`src/rtl/ddma_pkg.sv`:
```
package ddma_pkg;
  typedef enum logic [2:0] {
    ST_IDLE,
    ST_RETRY_ISSUED,
    ST_BUS_REQUEST,
    ST_MASTER_CYCLE,
    ST_DATA_READY
  } ddma_state_e;

  // peripheral index layout differs from the legacy one: swap bit pairs
  function automatic logic [3:0] remap_reg(input logic [3:0] r);
    return {r[1:0], r[3:2]};
  endfunction
endpackage

```
`src/rtl/ddma_addr_gen.sv`:
```
module ddma_addr_gen #(
  parameter int ADDR_W = 32,
  parameter int BASE_W = 10,
  parameter int CH_W   = 3,
  parameter int REG_W  = 4
) (
  input  logic [BASE_W-1:0] base_lo_i,
  input  logic [BASE_W-1:0] base_hi_i,
  input  logic [CH_W-1:0]   chan_i,
  input  logic [REG_W-1:0]  reg_i,
  output logic [ADDR_W-1:0] addr_o
);
  import ddma_pkg::*;
  localparam int SEL_W    = CH_W - 1;
  localparam int BASE_LSB = REG_W + SEL_W;

  always_comb begin
    addr_o = '0;
    addr_o[BASE_LSB +: BASE_W] = chan_i[CH_W-1] ? base_hi_i : base_lo_i;
    addr_o[REG_W +: SEL_W]     = chan_i[SEL_W-1:0];
    addr_o[REG_W-1:0]          = remap_reg(reg_i);
  end
endmodule

```
`src/rtl/ddma_local_regs.sv`:
```
module ddma_local_regs #(
  parameter int DATA_W  = 8,
  parameter int NUM_ENT = 128,
  localparam int IDX_W  = $clog2(NUM_ENT)
) (
  input  logic              clk_i,
  input  logic              rst_ni,
  input  logic              we_i,
  input  logic [IDX_W-1:0]  widx_i,
  input  logic [DATA_W-1:0] wdata_i,
  input  logic [IDX_W-1:0]  ridx_i,
  output logic [DATA_W-1:0] rdata_o
);
  logic [DATA_W-1:0] mem [NUM_ENT];

  for (genvar i = 0; i < NUM_ENT; i++) begin : g_ent
    always_ff @(posedge clk_i or negedge rst_ni) begin
      if (!rst_ni)                               mem[i] <= '0;
      else if (we_i && widx_i == IDX_W'(i))      mem[i] <= wdata_i;
    end
  end

  assign rdata_o = mem[ridx_i];
endmodule

```
`src/rtl/ddma_seq.sv`:
```
module ddma_seq
  import ddma_pkg::*;
(
  input  logic        clk_i,
  input  logic        rst_ni,
  input  logic        tgt_req_i,
  input  logic        hit_i,
  input  logic        match_i,
  input  logic        mst_gnt_i,
  input  logic        mst_ready_i,
  output ddma_state_e state_o,
  output logic        load_o,
  output logic        done_o,
  output logic        ack_local_o,
  output logic        ack_remote_o,
  output logic        retry_o,
  output logic        mst_req_o,
  output logic        mst_valid_o
);
  ddma_state_e state_q, state_d;

  always_comb begin
    state_d      = state_q;
    load_o       = 1'b0;
    done_o       = 1'b0;
    ack_local_o  = 1'b0;
    ack_remote_o = 1'b0;
    retry_o      = 1'b0;
    unique case (state_q)
      ST_IDLE: begin
        if (tgt_req_i && hit_i) begin
          retry_o = 1'b1;
          load_o  = 1'b1;
          state_d = ST_RETRY_ISSUED;
        end else if (tgt_req_i) begin
          ack_local_o = 1'b1;
        end
      end
      ST_RETRY_ISSUED: begin
        retry_o = tgt_req_i;
        state_d = ST_BUS_REQUEST;
      end
      ST_BUS_REQUEST: begin
        retry_o = tgt_req_i;
        if (mst_gnt_i) state_d = ST_MASTER_CYCLE;
      end
      ST_MASTER_CYCLE: begin
        retry_o = tgt_req_i;
        if (mst_ready_i) begin
          done_o  = 1'b1;
          state_d = ST_DATA_READY;
        end
      end
      ST_DATA_READY: begin
        if (tgt_req_i && match_i) begin
          ack_remote_o = 1'b1;
          state_d      = ST_IDLE;
        end else begin
          retry_o = tgt_req_i;
        end
      end
      default: state_d = ST_IDLE;
    endcase
  end

  always_ff @(posedge clk_i or negedge rst_ni) begin
    if (!rst_ni) state_q <= ST_IDLE;
    else         state_q <= state_d;
  end

  assign state_o     = state_q;
  assign mst_req_o   = (state_q == ST_BUS_REQUEST) || (state_q == ST_MASTER_CYCLE);
  assign mst_valid_o = (state_q == ST_MASTER_CYCLE);

  assert_ack_retry_excl_R7: assert property (@(posedge clk_i) disable iff (!rst_ni)
    !(retry_o && (ack_local_o || ack_remote_o)));
  assert_valid_after_grant_R2: assert property (@(posedge clk_i) disable iff (!rst_ni)
    $rose(mst_valid_o) |-> $past(mst_gnt_i && mst_req_o));
  assert_valid_hold_R10: assert property (@(posedge clk_i) disable iff (!rst_ni)
    mst_valid_o && !mst_ready_i |=> mst_valid_o);
  assert_remote_ack_after_cycle_R5: assert property (@(posedge clk_i) disable iff (!rst_ni)
    mst_valid_o && mst_ready_i |=> !mst_req_o && !mst_valid_o);
endmodule

```
`src/rtl/ddma_redirector.sv`:
```
module ddma_redirector
  import ddma_pkg::*;
#(
  parameter int ADDR_W  = 32,
  parameter int BASE_W  = 10,
  parameter int DATA_W  = 8,
  parameter int CH_W    = 3,
  parameter int REG_W   = 4
) (
  input  logic              clk_i,
  input  logic              rst_ni,
  input  logic [BASE_W-1:0] base_lo_i,
  input  logic              base_lo_en_i,
  input  logic [BASE_W-1:0] base_hi_i,
  input  logic              base_hi_en_i,
  input  logic              tgt_req_i,
  input  logic              tgt_we_i,
  input  logic [CH_W-1:0]   tgt_chan_i,
  input  logic [REG_W-1:0]  tgt_reg_i,
  input  logic [DATA_W-1:0] tgt_wdata_i,
  output logic              tgt_ack_o,
  output logic              tgt_retry_o,
  output logic [DATA_W-1:0] tgt_rdata_o,
  output logic              mst_req_o,
  input  logic              mst_gnt_i,
  output logic              mst_valid_o,
  output logic              mst_we_o,
  output logic [ADDR_W-1:0] mst_addr_o,
  output logic [DATA_W-1:0] mst_wdata_o,
  input  logic              mst_ready_i,
  input  logic [DATA_W-1:0] mst_rdata_i
);
  localparam int NUM_ENT = (1 << CH_W) * (1 << REG_W);
  localparam int IDX_W   = CH_W + REG_W;
  localparam int SEL_W   = CH_W - 1;

  ddma_state_e       state;
  logic              hit, match, load, done, ack_local, ack_remote;
  logic              p_we;
  logic [CH_W-1:0]   p_chan;
  logic [REG_W-1:0]  p_reg;
  logic [DATA_W-1:0] p_wdata, rbuf, loc_rdata;
  logic              loc_we;
  logic [IDX_W-1:0]  loc_widx;
  logic [DATA_W-1:0] loc_wdata;

  // channel 4 (upper group, sel 0) is the cascade slot and stays local
  always_comb begin
    if (!tgt_chan_i[CH_W-1]) hit = base_lo_en_i;
    else                     hit = base_hi_en_i && (tgt_chan_i[SEL_W-1:0] != '0);
  end

  assign match = (tgt_we_i == p_we) && (tgt_chan_i == p_chan) && (tgt_reg_i == p_reg) &&
                 (!p_we || (tgt_wdata_i == p_wdata));

  ddma_seq u_seq (
    .clk_i        (clk_i),
    .rst_ni       (rst_ni),
    .tgt_req_i    (tgt_req_i),
    .hit_i        (hit),
    .match_i      (match),
    .mst_gnt_i    (mst_gnt_i),
    .mst_ready_i  (mst_ready_i),
    .state_o      (state),
    .load_o       (load),
    .done_o       (done),
    .ack_local_o  (ack_local),
    .ack_remote_o (ack_remote),
    .retry_o      (tgt_retry_o),
    .mst_req_o    (mst_req_o),
    .mst_valid_o  (mst_valid_o)
  );

  always_ff @(posedge clk_i or negedge rst_ni) begin
    if (!rst_ni) begin
      p_we    <= 1'b0;
      p_chan  <= '0;
      p_reg   <= '0;
      p_wdata <= '0;
    end else if (load) begin
      p_we    <= tgt_we_i;
      p_chan  <= tgt_chan_i;
      p_reg   <= tgt_reg_i;
      p_wdata <= tgt_wdata_i;
    end
  end

  always_ff @(posedge clk_i or negedge rst_ni) begin
    if (!rst_ni)             rbuf <= '0;
    else if (done && !p_we)  rbuf <= mst_rdata_i;
  end

  // local file: immediate writes for pass-through, deferred mirror for redirected writes
  assign loc_we    = (ack_local && tgt_we_i) || (done && p_we);
  assign loc_widx  = done ? {p_chan, p_reg} : {tgt_chan_i, tgt_reg_i};
  assign loc_wdata = done ? p_wdata : tgt_wdata_i;

  ddma_local_regs #(.DATA_W(DATA_W), .NUM_ENT(NUM_ENT)) u_regs (
    .clk_i   (clk_i),
    .rst_ni  (rst_ni),
    .we_i    (loc_we),
    .widx_i  (loc_widx),
    .wdata_i (loc_wdata),
    .ridx_i  ({tgt_chan_i, tgt_reg_i}),
    .rdata_o (loc_rdata)
  );

  ddma_addr_gen #(.ADDR_W(ADDR_W), .BASE_W(BASE_W), .CH_W(CH_W), .REG_W(REG_W)) u_addr (
    .base_lo_i (base_lo_i),
    .base_hi_i (base_hi_i),
    .chan_i    (p_chan),
    .reg_i     (p_reg),
    .addr_o    (mst_addr_o)
  );

  assign mst_we_o    = p_we;
  assign mst_wdata_o = p_wdata;
  assign tgt_ack_o   = ack_local || ack_remote;

  always_comb begin
    tgt_rdata_o = '0;
    if (ack_remote && !p_we)     tgt_rdata_o = rbuf | loc_rdata;
    else if (ack_local && !tgt_we_i) tgt_rdata_o = loc_rdata;
  end

  assert_addr_upper_zero_R3: assert property (@(posedge clk_i) disable iff (!rst_ni)
    mst_valid_o |-> mst_addr_o[ADDR_W-1:16] == '0);
  assert_addr_stable_R10: assert property (@(posedge clk_i) disable iff (!rst_ni)
    mst_valid_o && !mst_ready_i |=> $stable(mst_addr_o) && $stable(mst_wdata_o) && $stable(mst_we_o));
  assert_req_covers_valid_R2: assert property (@(posedge clk_i) disable iff (!rst_ni)
    mst_valid_o |-> mst_req_o);
  assert_busy_no_local_write_R7: assert property (@(posedge clk_i) disable iff (!rst_ni)
    tgt_retry_o |-> !(ack_local && tgt_we_i));
  assert_first_hit_retry_R1: assert property (@(posedge clk_i) disable iff (!rst_ni)
    $rose(mst_req_o) |-> $past(tgt_retry_o, 2));
endmodule

```
`config.mk`:
```
export PLATFORM = sky130hd
export DESIGN_NAME = ddma_redirector
export DESIGN_NICKNAME = d
export VERILOG_FILES = /design/src/rtl/ddma_pkg.sv /design/src/rtl/ddma_addr_gen.sv /design/src/rtl/ddma_local_regs.sv /design/src/rtl/ddma_seq.sv /design/src/rtl/ddma_redirector.sv
export SDC_FILE = /design/constraint.sdc
export NUM_CORES = 2
export LEC_CHECK = 0
export ABC_AREA = 1
export BUFFER_PORTS_ARGS = -buffer_cell sky130_fd_sc_hd__buf_2
export CAP_MARGIN = 10
export CORE_UTILIZATION = 40
export CTS_BUF_LIST = sky130_fd_sc_hd__clkbuf_8
export DETAILED_ROUTE_END_ITERATION = 10
export GPL_TIMING_DRIVEN = 0
export MAX_ROUTING_LAYER = met4
export SKIP_CTS_REPAIR_TIMING = 1
export SLEW_MARGIN = 20
export SYNTH_ARGS = -nofsm -noshare
export SYNTH_HDL_FRONTEND = slang
export SYNTH_HIERARCHICAL = 1
export SYNTH_SLANG_ARGS = --single-unit
```
`constraint.sdc`:
```
create_clock -name clk_i -period 4.05 [get_ports clk_i]
set_input_delay 0.2025 -clock clk_i [delete_from_list [all_inputs] [get_ports clk_i]]
set_output_delay 0.2025 -clock clk_i [all_outputs]
set_load 0.01 [all_outputs]
```
Word level (Yosys, flattened, before mapping)

Cells that the tools add are included.

Magnitude comparators: 1
Equal/unequal tests: 139
Muxes and demuxes: 25
Bitwise logic cells: 2
Reductions and logical operators: 150

Operator list:

| cell                                                            | number |
|---|---|
| 7-bit == test, second input constant                            | 64 |
| 7-bit by 6-bit == test with 1-bit output, second input constant | 32 |
| 1-bit logical AND                                               | 139 |
| 7-bit by 5-bit == test with 1-bit output, second input constant | 16 |
| 8-bit binary-select mux with 7-bit select                       | 1 |
| 7-bit by 4-bit == test with 1-bit output, second input constant | 8 |
| 8-bit two-way mux                                               | 5 |
| 7-bit by 3-bit == test with 1-bit output, second input constant | 4 |
| 3-bit one-hot mux with 5 select lines                           | 1 |
| 7-bit by 2-bit == test with 1-bit output, second input constant | 2 |
| 3-bit two-way mux                                               | 4 |
| 1-bit two-way mux                                               | 11 |
| 10-bit two-way mux                                              | 1 |
| 8-bit == test                                                   | 1 |
| 8-bit >= comparator, second input constant                      | 1 |
| 7-bit inverter with 8-bit output                                | 1 |
| 8-bit bitwise OR                                                | 1 |
| 7-bit by 1-bit == test with 1-bit output, second input constant | 1 |
| 7-bit logical NOT                                               | 1 |
| 7-bit two-way mux                                               | 1 |
| 3-bit by 2-bit == test with 1-bit output, second input constant | 2 |
| 2-bit by 1-bit != test with 1-bit output, second input constant | 3 |
| 4-bit == test                                                   | 1 |
| 1-bit logical OR                                                | 4 |
| 11 further kinds                                                | 12 |

Register bits: 1051
Input port bits: 51
Output and inout port bits: 53

Longest topological paths before layout

Word-level depth: 9
Gate-level depth with buffers: 17
Mapped depth without buffers: 14

Hierarchy

The synthesis kept the hierarchy.

By module, submodules not included:

| module          | instances | cells an instance | area each (um^2) |
|---|---|---|---|
| ddma_local_regs | 1         | 5845              | 46316.9 |
| ddma_redirector | 1         | 185               | 1437.6 |
| ddma_addr_gen   | 1         | 55                | 296.5 |
| ddma_seq        | 1         | 40                | 244.0 |

Worst setup path after synthesis

Ideal clock, no wire load.

Kind: register to register
From: reg u_seq.state_q[2], in the netlist u_seq/state_o[2]
To: reg u_regs/mem[917] (netlist bit)
Setup time: 133 ps
Arrival: 2823 ps
Path slack: 1094 ps
Cell stages (with the launch flop): 13
Path buffers: 2
Clock period less this slack: 2956 ps
Cell sequence: dfrtp_1 -> nor2_2 -> inv_1 -> nor2_1 -> buf_4 -> inv_2 -> o21ai_0 -> inv_2 -> nor4_4 -> nand2_1 -> clkbuf_1 -> nand2_1 -> o21ai_0

Word-level cells in the longest chain between the ends: 5

RTL lines:

| element                                  | RTL line              | text |
|---|---|---|
| from (decl)                              | ddma_seq.sv:20        | `ddma_state_e state_q, state_d;` |
| from (signal assigned)                   | ddma_seq.sv:68        | `else state_q <= state_d;` |
| 3-bit by 2-bit == test with 1-bit output | n/a                   |  |
| net mst_valid_o                          | ddma_redirector.sv:26 | `output logic mst_valid_o,` |
| 1-bit two-way mux                        | ddma_seq.sv:29        | `unique case (state_q)` |
| net done                                 | ddma_redirector.sv:38 | `logic hit, match, load, done, ack_local, ack_remote;` |
| 7-bit two-way mux                        | ddma_redirector.sv:95 | `assign loc_widx = done ? {p_chan, p_reg} : {tgt_chan_i, tgt_reg_i};` |
| net loc_widx[0]                          | ddma_redirector.sv:44 | `logic [IDX_W-1:0] loc_widx;` |
| 7-bit by 4-bit == test with 1-bit output | ddma_local_regs.sv:19 | `else if (we_i && widx_i == IDX_W'(i)) mem[i] <= wdata_i;` |
| 1-bit logical AND                        | ddma_local_regs.sv:19 |  |
| to (signal, indexed assignment)          | ddma_local_regs.sv:19 |  |
| to (decl)                                | ddma_local_regs.sv:14 | `logic [DATA_W-1:0] mem [NUM_ENT];` |

The timed path passes the listed nets, and every way through them passes these cells.
A chain may end at the register's enable or synchronous reset.

Worst setup path in the final report

From: in tgt_reg_i[1]
To: out tgt_rdata_o[4]

RTL lines:

| element                                                      | RTL line                                       | text |
|---|---|---|
| from (decl)                                                  | ddma_redirector.sv:19                          | `input logic [REG_W-1:0] tgt_reg_i,` |
| 7-bit inverter with 8-bit output (not written as such) (*)   | ddma_local_regs.sv:23                          | `assign rdata_o = mem[ridx_i];` |
| 8-bit binary-select mux with 7-bit select (*)                | ddma_local_regs.sv:23                          |  |
| 8-bit two-way mux (not written as such) (*) (2 in a row)     | ddma_local_regs.sv:23                          |  |
| net loc_rdata[4]                                             | ddma_redirector.sv:42                          | `logic [DATA_W-1:0] p_wdata, rbuf, loc_rdata;` |
| 8-bit two-way mux / 8-bit bitwise OR (equally long branches) | ddma_redirector.sv:123, ddma_redirector.sv:122 |  |
| 8-bit two-way mux (*)                                        | ddma_redirector.sv:122                         | `if (ack_remote && !p_we) tgt_rdata_o = rbuf \| loc_rdata;` |
| to (decl)                                                    | ddma_redirector.sv:23                          | `output logic [DATA_W-1:0] tgt_rdata_o,` |

The timed path passes the listed nets; every way through them passes the cells marked *. The select of a mux whose other input is x is not followed.

==> results.toml <==
[worst_setup_path]
worstReg2RegStart = "u_seq/state_o[2]"
cp_max_fo = 10
path_buf_inv = 6
critical_path.max_stage_delay_ps = 700
path_delay_family = "buffers and inverters"
cp-end-kind = "output port"
criticalPathCategory = "in -> out"
cp-start-kind = "input port"
critical_path.startpoint = "tgt_reg_i[1]"
ff2ff_path_depth = 12
crit_path_cell_trace = "buf_2 -> clkbuf_1 -> inv_1 -> clkdlybuf4s15_1 -> clkbuf_2 -> nand3_1 -> nand3_1 -> nand3_1 -> nand2_1 -> nand2_1 -> nand3_1 -> nand2_1 -> nand2_1 -> nand2_1 -> a32o_1 -> buf_2"
r2r_slack_ps = 130
worst_path_most_repeated_cell = "nand2_1"
critPathSlowestCell = "clkdlybuf4s15_1"
cp_data_arrival_time_ps = 4010
cp_data_required_time_ps = 3850
crit_cells = 16

[synth]
yosysWarnings = 6
async_flop_share = 1.00
netlist.area_leader.share = 0.545
netlist_top_cells_area = "dfrtp_1 54%, nand2_1 19%, o21ai_0 11%, nand3_1 9.7%, clkbuf_1 3.4%"
synth-main-ff-cell = "dfrtp_1"
ys_ff_latch = 1051
synth_area_per_cell_sq_um = 7.88
synth_cell_types = 33
yosysMostFrequentCell = "nand2_1"
synth_commonest_cells = "2,444 x nand2_1, 1,053 x o21ai_0, 1,051 x dfrtp_1, 933 x nand3_1, 436 x clkbuf_1"
synth-edff-count = 0
syn_inst = 6125
synth_top_cell_by_area = "dfrtp_1"
yosysSeqAreaShare = 0.545
synth_area_sq_um = 48300

[run_status]
violations = "negative setup slack"
status = "finished with violations"

[worst_hold_path]
hold_depth = 3
worstHoldStart = "mst_rdata_i[2]"
hp-class = "in -> reg"

[die]
pin_count = 104
fp.dieArea_sq_um = 122000
start_util = 0.403
die_h_microns = 349
num_rows = 127
core_area_sq_um = 120000
die_x_microns = 349

[timing]
setup_slack_ps = -164
period_share = 1.04
finalHoldViolations = 0
setup_viol = 8
relSlewSlack = 0.152
drv_slew = 0
tightest_slew_ps = 1270
fmax_ghz = 0.237
fin_skew_ps = 54.1
hold_ws_ps = 49.4
period_minus_slack_ps = 4210

[grt]
grt_pass1_vias = 43700
antenna_found_initial = 21
grt_use_total = 0.376
grt.overflow.total = 0
grt_pass1_wl_microns = 317000
grt_max_degree = 131

[final_layout]
n_fill_cell = 12200
design_area_sq_um = 56100
largest_register_ffs = 1024
regMostFlops = "u_regs/mem"
syn_to_final_growth_pct = 16.1
drive_gt1_frac = 0.0866
nets = 6550

[cts]
path_clk_slew_ps = 60
cts_root_buffer = "clkbuf_8"
cts_made_buffers = 183
cts_tree = "done"
cts_num_sinks = 1051
htree_levels = 4
clockBufferDepth = 3
clk_latency_ps = 930

[place]
gp_congestion = 1.07
dp_hpwl_microns = 164000
place_area_sq_um = 51500
portBuffers = 87

[route]
dr.max_layer_used = "met4"
num_vias = 48000
vias_per_cell = 5.80
post_drt_wl_per_cell_microns = 27.1
dr.pass1.iters = 9
wl_met3_microns = 27700
routed-wl-met2_microns = 92400
ant_nets = 0
routed_wl_microns = 224000
met1Wirelength_microns = 88900
drc_errors = 0
drt_iter0_drc = 7283

[power_and_ir_drop]
power.leakage_nw = 25.1
ir_drop_uv = 331
power_density_nw_per_um2 = 522
total_power_mw = 29.3

[flow_run]
max_cap_violations = 0
where the power goes:
part | internal (mW) | switching (mW)
Combinational | 1.58 | 4.86
Clock | 5.47 | 4.74
Sequential | 11.8 | 0.831
Total | 18.8 | 10.4
final timing paths:
kind                              endpoint
max                         tgt_rdata_o[4]
min                                rbuf[2]
max reg2reg                u_regs/mem[382]
min reg2reg                u_regs/mem[933]
max in group asynchronous  u_regs/mem[735]
min in group asynchronous  u_regs/mem[226]
layout by cell type, fill, tap and decap left out, drive strengths merged, types with 2 or more instances in the layout:
master,n
clkdlybuf4s15,2
inv,120
conb,16
buf,205
nand3,933
nand4,3
xnor2,9
nor3,12
bufinv,4
diode,20
dlygate4sd3,32
nor4,9
a21oi,3
clkbuf,672
clkinv,20
a32o,8
nand2,2447
o21ai,1057
nor2,21
mux2,8
clkinvlp,4
dfrtp,1051
layer usage:
metal,up-vias,track usage
li1,20900,-
met5,-,-
met2,2966,0.516
met4,0,0.230
met3,626,0.102
met1,23500,0.492
worst register-to-register path, stage by stage (launching register included):
cell,delay [ps]
dfrtp_1,470
nor2_2,210
inv_1,90
nor2_1,90
buf_4,200
inv_2,120
buf_2,210
nand2_1,70
o21ai_1,80
inv_1,80
clkbuf_1,910
clkbuf_1,960
o21ai_0,310
cell type report:
class	instances	area (sq um)	share of cell area
Sequential cell	1051	26300	0.469
Buffer	503	2110	0.0377
Antenna cell	20	50.0	0.000893
Tap cell	1612	2020	0.0360
Inverter	56	210	0.00375
Timing Repair Buffer	174	1560	0.0278
Multi-Input combinational cell	4530	20000	0.357
Clock inverter	92	592	0.0106
Clock buffer	234	3220	0.0574
logic make-up (layout without fill, tap and decap cells):
| family | Yosys count | in the layout | synth area share |
|---|---|---|---|
| flops | 1051 | 1051 | 0.545 |
| xor+xnor | 9 | 9 | 0.00163 |
| mux | 8 | 8 | 0.00187 |
| buf+inv | 559 | 1059 | 0.0458 |
| simple gates | 3426 | 3426 | 0.294 |
| other cells | 1 | 36 | 0.0000776 |
| compound gates | 1071 | 1071 | 0.112 |
through the flow:
stage	setup slack (ps)	util	cells	TNS, ps
final	-164	0.468	8272	-832
after global routing	-10.5	0.468	8265	-10.5
after CTS	-515	0.462	8200	-82040
after detailed placement	-510	0.430	7874	-72070
after global placement	-21030	0.424	7839	-
after floorplan	1090	-	6140	0
Power figures use the tool's default switching activity.
